--- src/rtl/rns_mrc_pkg.sv ---
package rns_mrc_pkg;
  // Width of the power-of-two channel (2N bits)
  function automatic int bin_w(input int n);
    return 2 * n;
  endfunction
  // Width of the 2^(2N+1)-1 channel
  function automatic int mer_w(input int n);
    return 2 * n + 1;
  endfunction
  // Width of the binary result, covers M-1
  function automatic int res_w(input int n);
    return 5 * n + 1;
  endfunction
endpackage

--- src/rtl/rns_csa.sv ---
// Three-operand carry-save layer. END_AROUND selects a modulo 2^W-1 layer
// (carry out of the top re-enters at bit 0) or a modulo 2^W layer
// (carry out dropped, bit 0 of the carry word is zero).
module rns_csa #(
  parameter int W          = 8,
  parameter bit END_AROUND = 1'b0
) (
  input  logic [W-1:0] op_a,
  input  logic [W-1:0] op_b,
  input  logic [W-1:0] op_c,
  output logic [W-1:0] sum_o,
  output logic [W-1:0] cy_o
);
  logic [W-1:0] maj;

  assign sum_o = op_a ^ op_b ^ op_c;
  assign maj   = (op_a & op_b) | (op_a & op_c) | (op_b & op_c);

  generate
    if (END_AROUND) begin : g_eac
      assign cy_o = {maj[W-2:0], maj[W-1]};
    end else begin : g_trunc
      assign cy_o = {maj[W-2:0], 1'b0};
    end
  endgenerate
endmodule

--- src/rtl/rns_mrc_digit2.sv ---
// Second mixed-radix digit: (2^N*r1 + r1 - 2^N*r2 - r2) mod 2^(2N).
// Both negations are one's complements plus one; the two +1 go into the final add.
module rns_mrc_digit2 #(
  parameter int N = 4
) (
  input  logic [N-1:0]   res_m1,
  input  logic [2*N-1:0] res_m2,
  output logic [2*N-1:0] digit_o
);
  localparam int W = rns_mrc_pkg::bin_w(N);

  logic [W-1:0] t_pair, t_shift, t_plain, s_w, c_w;

  assign t_pair  = {res_m1, res_m1};
  assign t_shift = {~res_m2[N-1:0], {N{1'b1}}};
  assign t_plain = ~res_m2;

  rns_csa #(.W(W), .END_AROUND(1'b0)) u_layer (
    .op_a (t_pair),
    .op_b (t_shift),
    .op_c (t_plain),
    .sum_o(s_w),
    .cy_o (c_w)
  );

  assign digit_o = s_w + c_w + W'(2);
endmodule

--- src/rtl/rns_mrc_digit3.sv ---
// Third mixed-radix digit modulo 2^(2N+1)-1:
// -2^(N+2)*r3 - 4*r3 + 4*{r1,r1} - 2*a2, built from rotations and complements.
module rns_mrc_digit3 #(
  parameter int N = 4
) (
  input  logic [N-1:0]   res_m1,
  input  logic [2*N:0]   res_m3,
  input  logic [2*N-1:0] digit2,
  output logic [2*N:0]   digit_o
);
  localparam int W = rns_mrc_pkg::mer_w(N);
  localparam int R = N + 2;

  logic [W-1:0] t_far, t_near, t_pos, t_prev, pair;
  logic [W-1:0] s1, c1, s2, c2, folded;
  logic [W:0]   raw;

  assign t_far  = ~{res_m3[W-1-R:0], res_m3[W-1:W-R]};
  assign t_near = ~{res_m3[W-3:0], res_m3[W-1:W-2]};
  assign pair   = {1'b0, res_m1, res_m1};
  assign t_pos  = {pair[W-3:0], pair[W-1:W-2]};
  assign t_prev = {~digit2, 1'b1};

  rns_csa #(.W(W), .END_AROUND(1'b1)) u_lvl1 (
    .op_a (t_far),
    .op_b (t_near),
    .op_c (t_pos),
    .sum_o(s1),
    .cy_o (c1)
  );

  rns_csa #(.W(W), .END_AROUND(1'b1)) u_lvl2 (
    .op_a (s1),
    .op_b (c1),
    .op_c (t_prev),
    .sum_o(s2),
    .cy_o (c2)
  );

  // One's-complement adder: fold the carry back once, then clear the
  // all-ones alias of zero.
  assign raw     = {1'b0, s2} + {1'b0, c2};
  assign folded  = raw[W-1:0] + {{(W-1){1'b0}}, raw[W]};
  assign digit_o = (&folded) ? '0 : folded;
endmodule

--- src/rtl/rns_mrc_combine.sv ---
// X = a1 + a2*(2^N-1) + a3*2^(2N)*(2^N-1)
//   = {a3,a2,a1} - 2^(2N)*a3 - a2  (mod 2^(5N+1))
module rns_mrc_combine #(
  parameter int N = 4
) (
  input  logic [N-1:0]   digit1,
  input  logic [2*N-1:0] digit2,
  input  logic [2*N:0]   digit3,
  output logic [5*N:0]   value_o
);
  localparam int XW = rns_mrc_pkg::res_w(N);

  logic [XW-1:0] t_cat, t_neg3, t_neg2, s_w, c_w;

  assign t_cat  = {digit3, digit2, digit1};
  assign t_neg3 = {{N{1'b1}}, ~digit3, {(2*N){1'b1}}};
  assign t_neg2 = {{(3*N+1){1'b1}}, ~digit2};

  rns_csa #(.W(XW), .END_AROUND(1'b0)) u_layer (
    .op_a (t_cat),
    .op_b (t_neg3),
    .op_c (t_neg2),
    .sum_o(s_w),
    .cy_o (c_w)
  );

  // Two complemented operands each owe +1
  assign value_o = s_w + c_w + XW'(2);
endmodule

--- src/rtl/rns_mrc_conv.sv ---
module rns_mrc_conv #(
  parameter int N = 4
) (
  input  logic           clk,
  input  logic           rst_n,
  input  logic           in_valid,
  output logic           in_ready,
  input  logic [N-1:0]   res_m1,
  input  logic [2*N-1:0] res_m2,
  input  logic [2*N:0]   res_m3,
  output logic           out_valid,
  input  logic           out_ready,
  output logic [5*N:0]   out_value
);
  localparam int W2 = rns_mrc_pkg::bin_w(N);
  localparam int W3 = rns_mrc_pkg::mer_w(N);
  localparam int XW = rns_mrc_pkg::res_w(N);

  logic [W2-1:0] digit_mid;
  logic [W3-1:0] digit_hi;
  logic [XW-1:0] conv_value;
  logic          hold_valid;
  logic [XW-1:0] hold_value;

  rns_mrc_digit2 #(.N(N)) u_digit2 (
    .res_m1 (res_m1),
    .res_m2 (res_m2),
    .digit_o(digit_mid)
  );

  rns_mrc_digit3 #(.N(N)) u_digit3 (
    .res_m1 (res_m1),
    .res_m3 (res_m3),
    .digit2 (digit_mid),
    .digit_o(digit_hi)
  );

  rns_mrc_combine #(.N(N)) u_combine (
    .digit1 (res_m1),
    .digit2 (digit_mid),
    .digit3 (digit_hi),
    .value_o(conv_value)
  );

  // Single-entry output stage: refills in the cycle it drains
  assign in_ready = !hold_valid || out_ready;

  always_ff @(posedge clk) begin
    if (!rst_n) begin
      hold_valid <= 1'b0;
      hold_value <= '0;
    end else if (in_ready) begin
      hold_valid <= in_valid;
      if (in_valid) hold_value <= conv_value;
    end
  end

  assign out_valid = hold_valid;
  assign out_value = hold_value;
endmodule

--- config.mk ---
export PLATFORM = sky130hd
export DESIGN_NAME = rns_mrc_conv
export DESIGN_NICKNAME = d
export VERILOG_FILES = /design/src/rtl/rns_mrc_pkg.sv /design/src/rtl/rns_csa.sv /design/src/rtl/rns_mrc_digit2.sv /design/src/rtl/rns_mrc_digit3.sv /design/src/rtl/rns_mrc_combine.sv /design/src/rtl/rns_mrc_conv.sv
export SDC_FILE = /design/constraint.sdc
export NUM_CORES = 1
export LEC_CHECK = 0
export CAP_MARGIN = 20
export CORE_MARGIN = 5
export CORE_UTILIZATION = 45
export DETAILED_ROUTE_END_ITERATION = 8
export PLACE_DENSITY = 0.71
export SLEW_MARGIN = 10
export SYNTH_ARGS = -nofsm -noshare
export SYNTH_HDL_FRONTEND = slang
export SYNTH_HIERARCHICAL = 1
export SYNTH_SLANG_ARGS = --single-unit
--- constraint.sdc ---
create_clock -name clk -period 9.9 [get_ports clk]
set_input_delay 0.99 -clock clk [delete_from_list [all_inputs] [get_ports clk]]
set_output_delay 0.99 -clock clk [all_outputs]
set_load 0.02 [all_outputs]
Word-level counts from Yosys, hierarchy flattened
Index checks and enable logic that the tools add are counted.
Widths: inputs -> output; s select.
{ "op_classes": {"n_addsub": 6, "n_mux": 1, "bitwise": 34, "n_reduce_logical": 4} }
{ "ops": {"columns": ["op", "count"], "rows": [
  ["$and 20x20->20", 3],
  ["$and 9x9->9", 6],
  ["$xor 21x21->21", 2],
  ["$or 20x20->20", 2],
  ["$or 9x9->9", 4],
  ["$xor 9x9->9", 4],
  ["$not 9->9", 3],
  ["$add 21x2->21 const B", 1],
  ["$add 21x21->21", 1],
  ["$and 7x7->7", 3],
  ["$not 8->8", 2],
  ["$xor 8x8->8", 2],
  ["$or 7x7->7", 2],
  ["$add 9x9->10", 1],
  ["$add 9x1->9", 1],
  ["$mux 9", 1],
  ["$reduce_and 9->1", 1],
  ["$add 8x2->8 const B", 1],
  ["$add 8x8->8", 1],
  ["$not 4->4", 1],
  ["$reduce_and 2->1", 1],
  ["$logic_not 1->1", 1],
  ["$logic_or 1x1->1", 1]
]} }
{ "word_totals": {"ff_bits": 22, "out_inout_bits": 23, "wordCells": 47} }

Longest topological paths before layout
{ "logic_depth": {"depth_word": 20, "ltp_mapped": 42} }

Modules after synthesis
The synthesis kept the hierarchy.
{ "by_module_without_submodules": {"columns": ["module", "instances", "cells_each", "area_per_inst_um2", "seq_area_each_um2"], "rows": [
  ["rns_mrc_combine", 1, 165, 1275.0, 0.0],
  ["rns_mrc_conv", 1, 97, 914.6, 440.4],
  ["rns_mrc_digit3", 1, 119, 865.8, 0.0],
  ["rns_csa at u_combine.u_layer", 1, 23, 435.4, 0.0],
  ["rns_mrc_digit2", 1, 52, 396.6, 0.0],
  ["rns_csa at u_digit3.u_lvl1 ...", 2, 9, 180.2, 0.0],
  ["rns_csa at u_digit2.u_layer", 1, 10, 175.2, 0.0]
]} }

Least setup slack after synthesis
OpenSTA, ideal clock, no wires.
{ "synth_timing": {"kind": "in2reg", "start": "input port res_m2[3]", "end": "register hold_value[20] (netlist: out_value[20])", "setup_time_ns": 0.072, "arrival_ns": 8.327, "setup_slack_ns": 1.501, "path_stages": 34, "path_buffers": 0, "path_cell_list": "inv_1 fa_1 ha_1 ha_1 nor2b_4 o31a_1 a21oi_1 inv_1 fa_1 ha_1 or4_1 o22a_2 a21o_2 a21o_1 ha_1 ha_1 xnor2_1 nor4_1 o21ai_1 nor4b_4 nor2b_1 inv_1 fa_1 ha_1 ha_1 and2_1 nor3b_1 nor2_1 o21ai_1 nor3_1 o41ai_1 xnor2_1 nand2_1 mux2i_1"} }
{ "synth_rtl": {"columns": ["item", "line", "text"], "rows": [
  ["start, declared", "rns_mrc_conv.sv:9", "input logic [2*N-1:0] res_m2,"],
  ["$not 8->8 *", "rns_mrc_digit2.sv:16", "assign t_plain = ~res_m2;"],
  ["$xor 8x8->8 *", "rns_csa.sv:16", "assign sum_o = op_a ^ op_b ^ op_c;"],
  ["net u_digit2.s_w[3]", "rns_mrc_digit2.sv:12", "logic [W-1:0] t_pair, t_shift, t_plain, s_w, c_w;"],
  ["$add 8x8->8 *", "rns_mrc_digit2.sv:26", "assign digit_o = s_w + c_w + W'(2);"],
  ["$add 8x2->8 *", "rns_mrc_digit2.sv:26", null],
  ["net digit_mid[5]", "rns_mrc_conv.sv:19", "logic [W2-1:0] digit_mid;"],
  ["$not 8->8 *", "rns_mrc_digit3.sv:22", "assign t_prev = {~digit2, 1'b1};"],
  ["net u_digit3.t_prev[6]", "rns_mrc_digit3.sv:14", "logic [W-1:0] t_far, t_near, t_pos, t_prev, pair;"],
  ["[... 1 more ...]", null, null],
  ["net u_digit3.s2[6]", "rns_mrc_digit3.sv:15", "logic [W-1:0] s1, c1, s2, c2, folded;"],
  ["[... 4 more ...]", null, null],
  ["net digit_hi[1]", "rns_mrc_conv.sv:20", "logic [W3-1:0] digit_hi;"],
  ["$not 9->9 *", "rns_mrc_combine.sv:16", "assign t_neg3 = {{N{1'b1}}, ~digit3, {(2*N){1'b1}}};"],
  ["net u_combine.t_neg3[9]", "rns_mrc_combine.sv:13", "logic [XW-1:0] t_cat, t_neg3, t_neg2, s_w, c_w;"],
  ["$xor 21x21->21 * (2 in a row)", "rns_csa.sv:16", null],
  ["net u_combine.s_w[9]", "rns_mrc_combine.sv:13", null],
  ["$add 21x21->21 *", "rns_mrc_combine.sv:28", "assign value_o = s_w + c_w + XW'(2);"],
  ["$add 21x2->21 *", "rns_mrc_combine.sv:28", null],
  ["net conv_value[20]", "rns_mrc_conv.sv:21", "logic [XW-1:0] conv_value;"],
  ["end signal, assigned", "rns_mrc_conv.sv:54", "if (in_valid) hold_value <= conv_value;"],
  ["end, declared", "rns_mrc_conv.sv:23", "logic [XW-1:0] hold_value;"]
]} }
Mark *: on every way through the listed nets, which the timed path passes. The rest lies on a longest branch.
A chain may end at the register's enable or synchronous reset.

Final worst setup path
{ "layout_timing": {"start": "input port res_m1[3]", "end": "register hold_value[20] (netlist: out_value[20])"} }
{ "layout_rtl": {"columns": ["item", "line", "text"], "rows": [
  ["start, declared", "rns_mrc_conv.sv:8", "input logic [N-1:0] res_m1,"],
  ["$xor 8x8->8 * (2 in a row)", "rns_csa.sv:16", null],
  ["net u_digit2.s_w[3]", "rns_mrc_digit2.sv:12", null],
  ["$add 8x8->8 *", "rns_mrc_digit2.sv:26", null],
  ["$add 8x2->8 *", "rns_mrc_digit2.sv:26", null],
  ["net digit_mid[5]", "rns_mrc_conv.sv:19", null],
  ["$not 8->8 *", "rns_mrc_digit3.sv:22", null],
  ["net u_digit3.t_prev[6]", "rns_mrc_digit3.sv:14", null],
  ["$xor 9x9->9 *", "rns_csa.sv:16", null],
  ["net u_digit3.s2[6]", "rns_mrc_digit3.sv:15", null],
  ["[... 4 more ...]", null, null],
  ["net digit_hi[1]", "rns_mrc_conv.sv:20", null],
  ["$not 9->9 *", "rns_mrc_combine.sv:16", null],
  ["net u_combine.t_neg3[9]", "rns_mrc_combine.sv:13", null],
  ["$xor 21x21->21 * (2 in a row)", "rns_csa.sv:16", null],
  ["net u_combine.s_w[9]", "rns_mrc_combine.sv:13", null],
  ["$add 21x21->21 *", "rns_mrc_combine.sv:28", null],
  ["$add 21x2->21 *", "rns_mrc_combine.sv:28", null],
  ["net conv_value[20]", "rns_mrc_conv.sv:21", null]
]} }
Marks and branches as above.

==> out/metrics.cfg <==
[outcome]
status = finished clean

[final_layout]
areaGrowthSynthToFinish_pct = 17.5
post-route-util = 0.537
layout.nets = 692
drive_above_1_share = 0.0775
n_fill_cell = 893
antennaDiodeCount = 0

[yosys]
synth_top_family_by_area = adder cells
avgSynthCellArea_um2 = 9.14
synth_compound_gate_area_share = 0.142
ys_warn_count = 6
synth_adder_area_share = 0.395
synthTopCellsByArea = fa_1, ha_1, dfxtp_1, inv_1, mux2i_1
ys.flop_type = dfxtp_1
synthDistinctLibCells = 72
synth-edff-count = 0
ys_seq_area_frac = 0.0996
synthXorXnorAreaFrac = 0.0815
synthArstFlopShare = 0
yosysTopAreaCell = fa_1
synthDominantCellAreaShare = 0.217
synthMuxAreaShare = 0.0475
syn_area_mm2 = 0.00442
synth-seq-cells = 22
synth-simple-area-share = 0.153
synthCells = 484

[die]
die-height_um = 109
row_count = 36
fp.dieArea_mm2 = 0.0119
core_area_mm2 = 0.00968
dieWidth_um = 109
ioPinCount = 48
start_util = 0.457

[timing]
worst_pin_slew_ns = 0.705
tns_ns = 0
fmax_mhz = 108
finalSetupViolCount = 0
fin_ws_ns = 0.600
rsz0062_at_grt = false
hold_violations = 0
slew_viol_final = 0
skew_ns = 0.00722
fin_crit_sh = 0.939
relSlewSlack = 0.528
period_needed_ns = 9.30

[setup_path]
arrival_ns = 9.50
setup.worst_path.start_class = primary input
cp_top_family = adder cells
critPathMaxStageDelay_ns = 0.57
critPathBufInv = 3
cpMostUsedCell = ha_1
required_ns = 10.10
cp_slowest_cell = or4_1
critPathMaxFanout = 6
end_kind = register
crit_type = in -> reg

[clocking]
clock_sinks = 22
clock_latency_ns = 0.27
numCtsBuffers = 3
cts_tree = yes
clk_pin_slew_worst_paths_ns = 0.09
htree_levels = 1
cts_buffer_depth = 2
root_buffer = clkbuf_8

[routing]
routed_wl_um = 9460
via_per_inst = 5.10
first_pass_iters = 4
ant_nets = 0
vias = 3510
wl_per_cell_um = 13.7
drtIter0Drc = 107
route.detailed.drc = 0

[grt]
track_usage = 0.167
grt_pass1_wl_um = 16400
grt_max_degree = 36
antenna_found_initial = 0
grt_pass1_vias = 3631
grt.overflow.total = 0

[place]
gp_congestion = 0.850
hpwl_um = 8240
preCtsSetupSlack_ns = 0.212
numPortBuffers = 47

[run]
maxCapViolCount = 0

[hold_path]
hold_path_class = reg -> reg

## flip-flops by register name, indices dropped and copies added (netlist names)
signal	cells
out_value	21
out_valid	1
## cell families (layout without fill, tap and decap cells)
| family | after synthesis | after routing |
|---|---|---|
| AND/OR/NAND/NOR | 129 | 129 |
| buffers and inverters | 74 | 118 |
| flip-flops | 22 | 22 |
| other | 6 | 33 |
| adder cells (fa/ha/maj) | 111 | 111 |
| AO/OA/AOI/OAI | 85 | 85 |
| XOR/XNOR | 36 | 36 |
| multiplexers | 21 | 21 |
## per-layer routing
metal,GRT usage,up-vias,part of all wire
met3,0.0130,4,0.033
met4,0.0280,0,0.0054
li1,-,1749,-
met2,0.308,69,0.50
met1,0.215,1688,0.46
met5,0,-,0
## cell usage after synthesis, drive strengths merged (3+ instances only)
| cell | count |
|---|---|
| o21ba | 3 |
| o211ai | 3 |
| nor4 | 3 |
| a21boi | 3 |
| fa | 48 |
| nand2 | 53 |
| xnor2 | 22 |
| a21oi | 18 |
| ha | 63 |
| xor2 | 12 |
| nor3b | 3 |
| o41ai | 3 |
| dfxtp | 22 |
| nand4 | 4 |
| a31oi | 4 |
| mux2i | 21 |
| nor3 | 8 |
| conb | 6 |
| o21a | 7 |
| buf | 10 |
| a211oi | 3 |
| a21o | 6 |
| inv | 59 |
| nand3 | 10 |
| o21ai | 22 |
| nor2 | 22 |
| clkbuf | 5 |
| nor2b | 10 |
## tightest hold or removal path, cell delays in order (launching register included)
cell	delay, ns
dfxtp_1	0.32
nand2_1	0.05
mux2i_1	0.05
## cells in the final DEF, fill, tap and decap left out, drive strengths merged, types with 4 or more instances in the layout
cell type       n
a21o            6
a21oi          18
a31oi           4
buf             8
clkdlybuf4s50  46
conb           33
dfxtp          22
fa             48
ha             63
inv            59
mux2i          21
nand2          53
nand3          10
nand4           4
nor2           22
nor2b          10
nor3            8
o21a            7
o21ai          22
xnor2          22
xor2           12
## worst paths after layout
path,start,end,slack [ns],depth (start not counted)
min reg2reg,out_value[15],out_value[15],0.46,2
max reg2reg,out_valid,out_value[1],8.77,3
min,out_value[15],out_value[15],0.46,2
max,res_m1[3],out_value[20],0.60,34
## metrics by stage
step                      hold slack (ns)  cell area (um2)  instances
after floorplan                     0.532             4520        511
after global placement              0.443             5100        683
after detailed placement            0.449             5100        683
after CTS                           0.463             5170        687
after global routing                0.490             5200        688
final                               0.463             5200        688
## layout make-up
class / count / area, um2 / share of cell area
Timing Repair Buffer: 55 / 533 / 0.103
Clock buffer: 3 / 41.3 / 0.00794
Multi-Input combinational cell: 415 / 3760 / 0.724
Inverter: 59 / 221 / 0.0426
Tap cell: 133 / 166 / 0.0320
Clock inverter: 1 / 30.0 / 0.00578
Sequential cell: 22 / 440 / 0.0847
## repair_timing
action,CTS,global route
buffers inserted,0,1
gates resized for setup,0,3
endpoints found under the setup margin,0,3
endpoints found under the hold margin,0,0
hold buffers,0,0
Power is left out: the tool's default activity adds up to more than one toggle a clock period on the data nets, which glitch-free logic cannot reach.
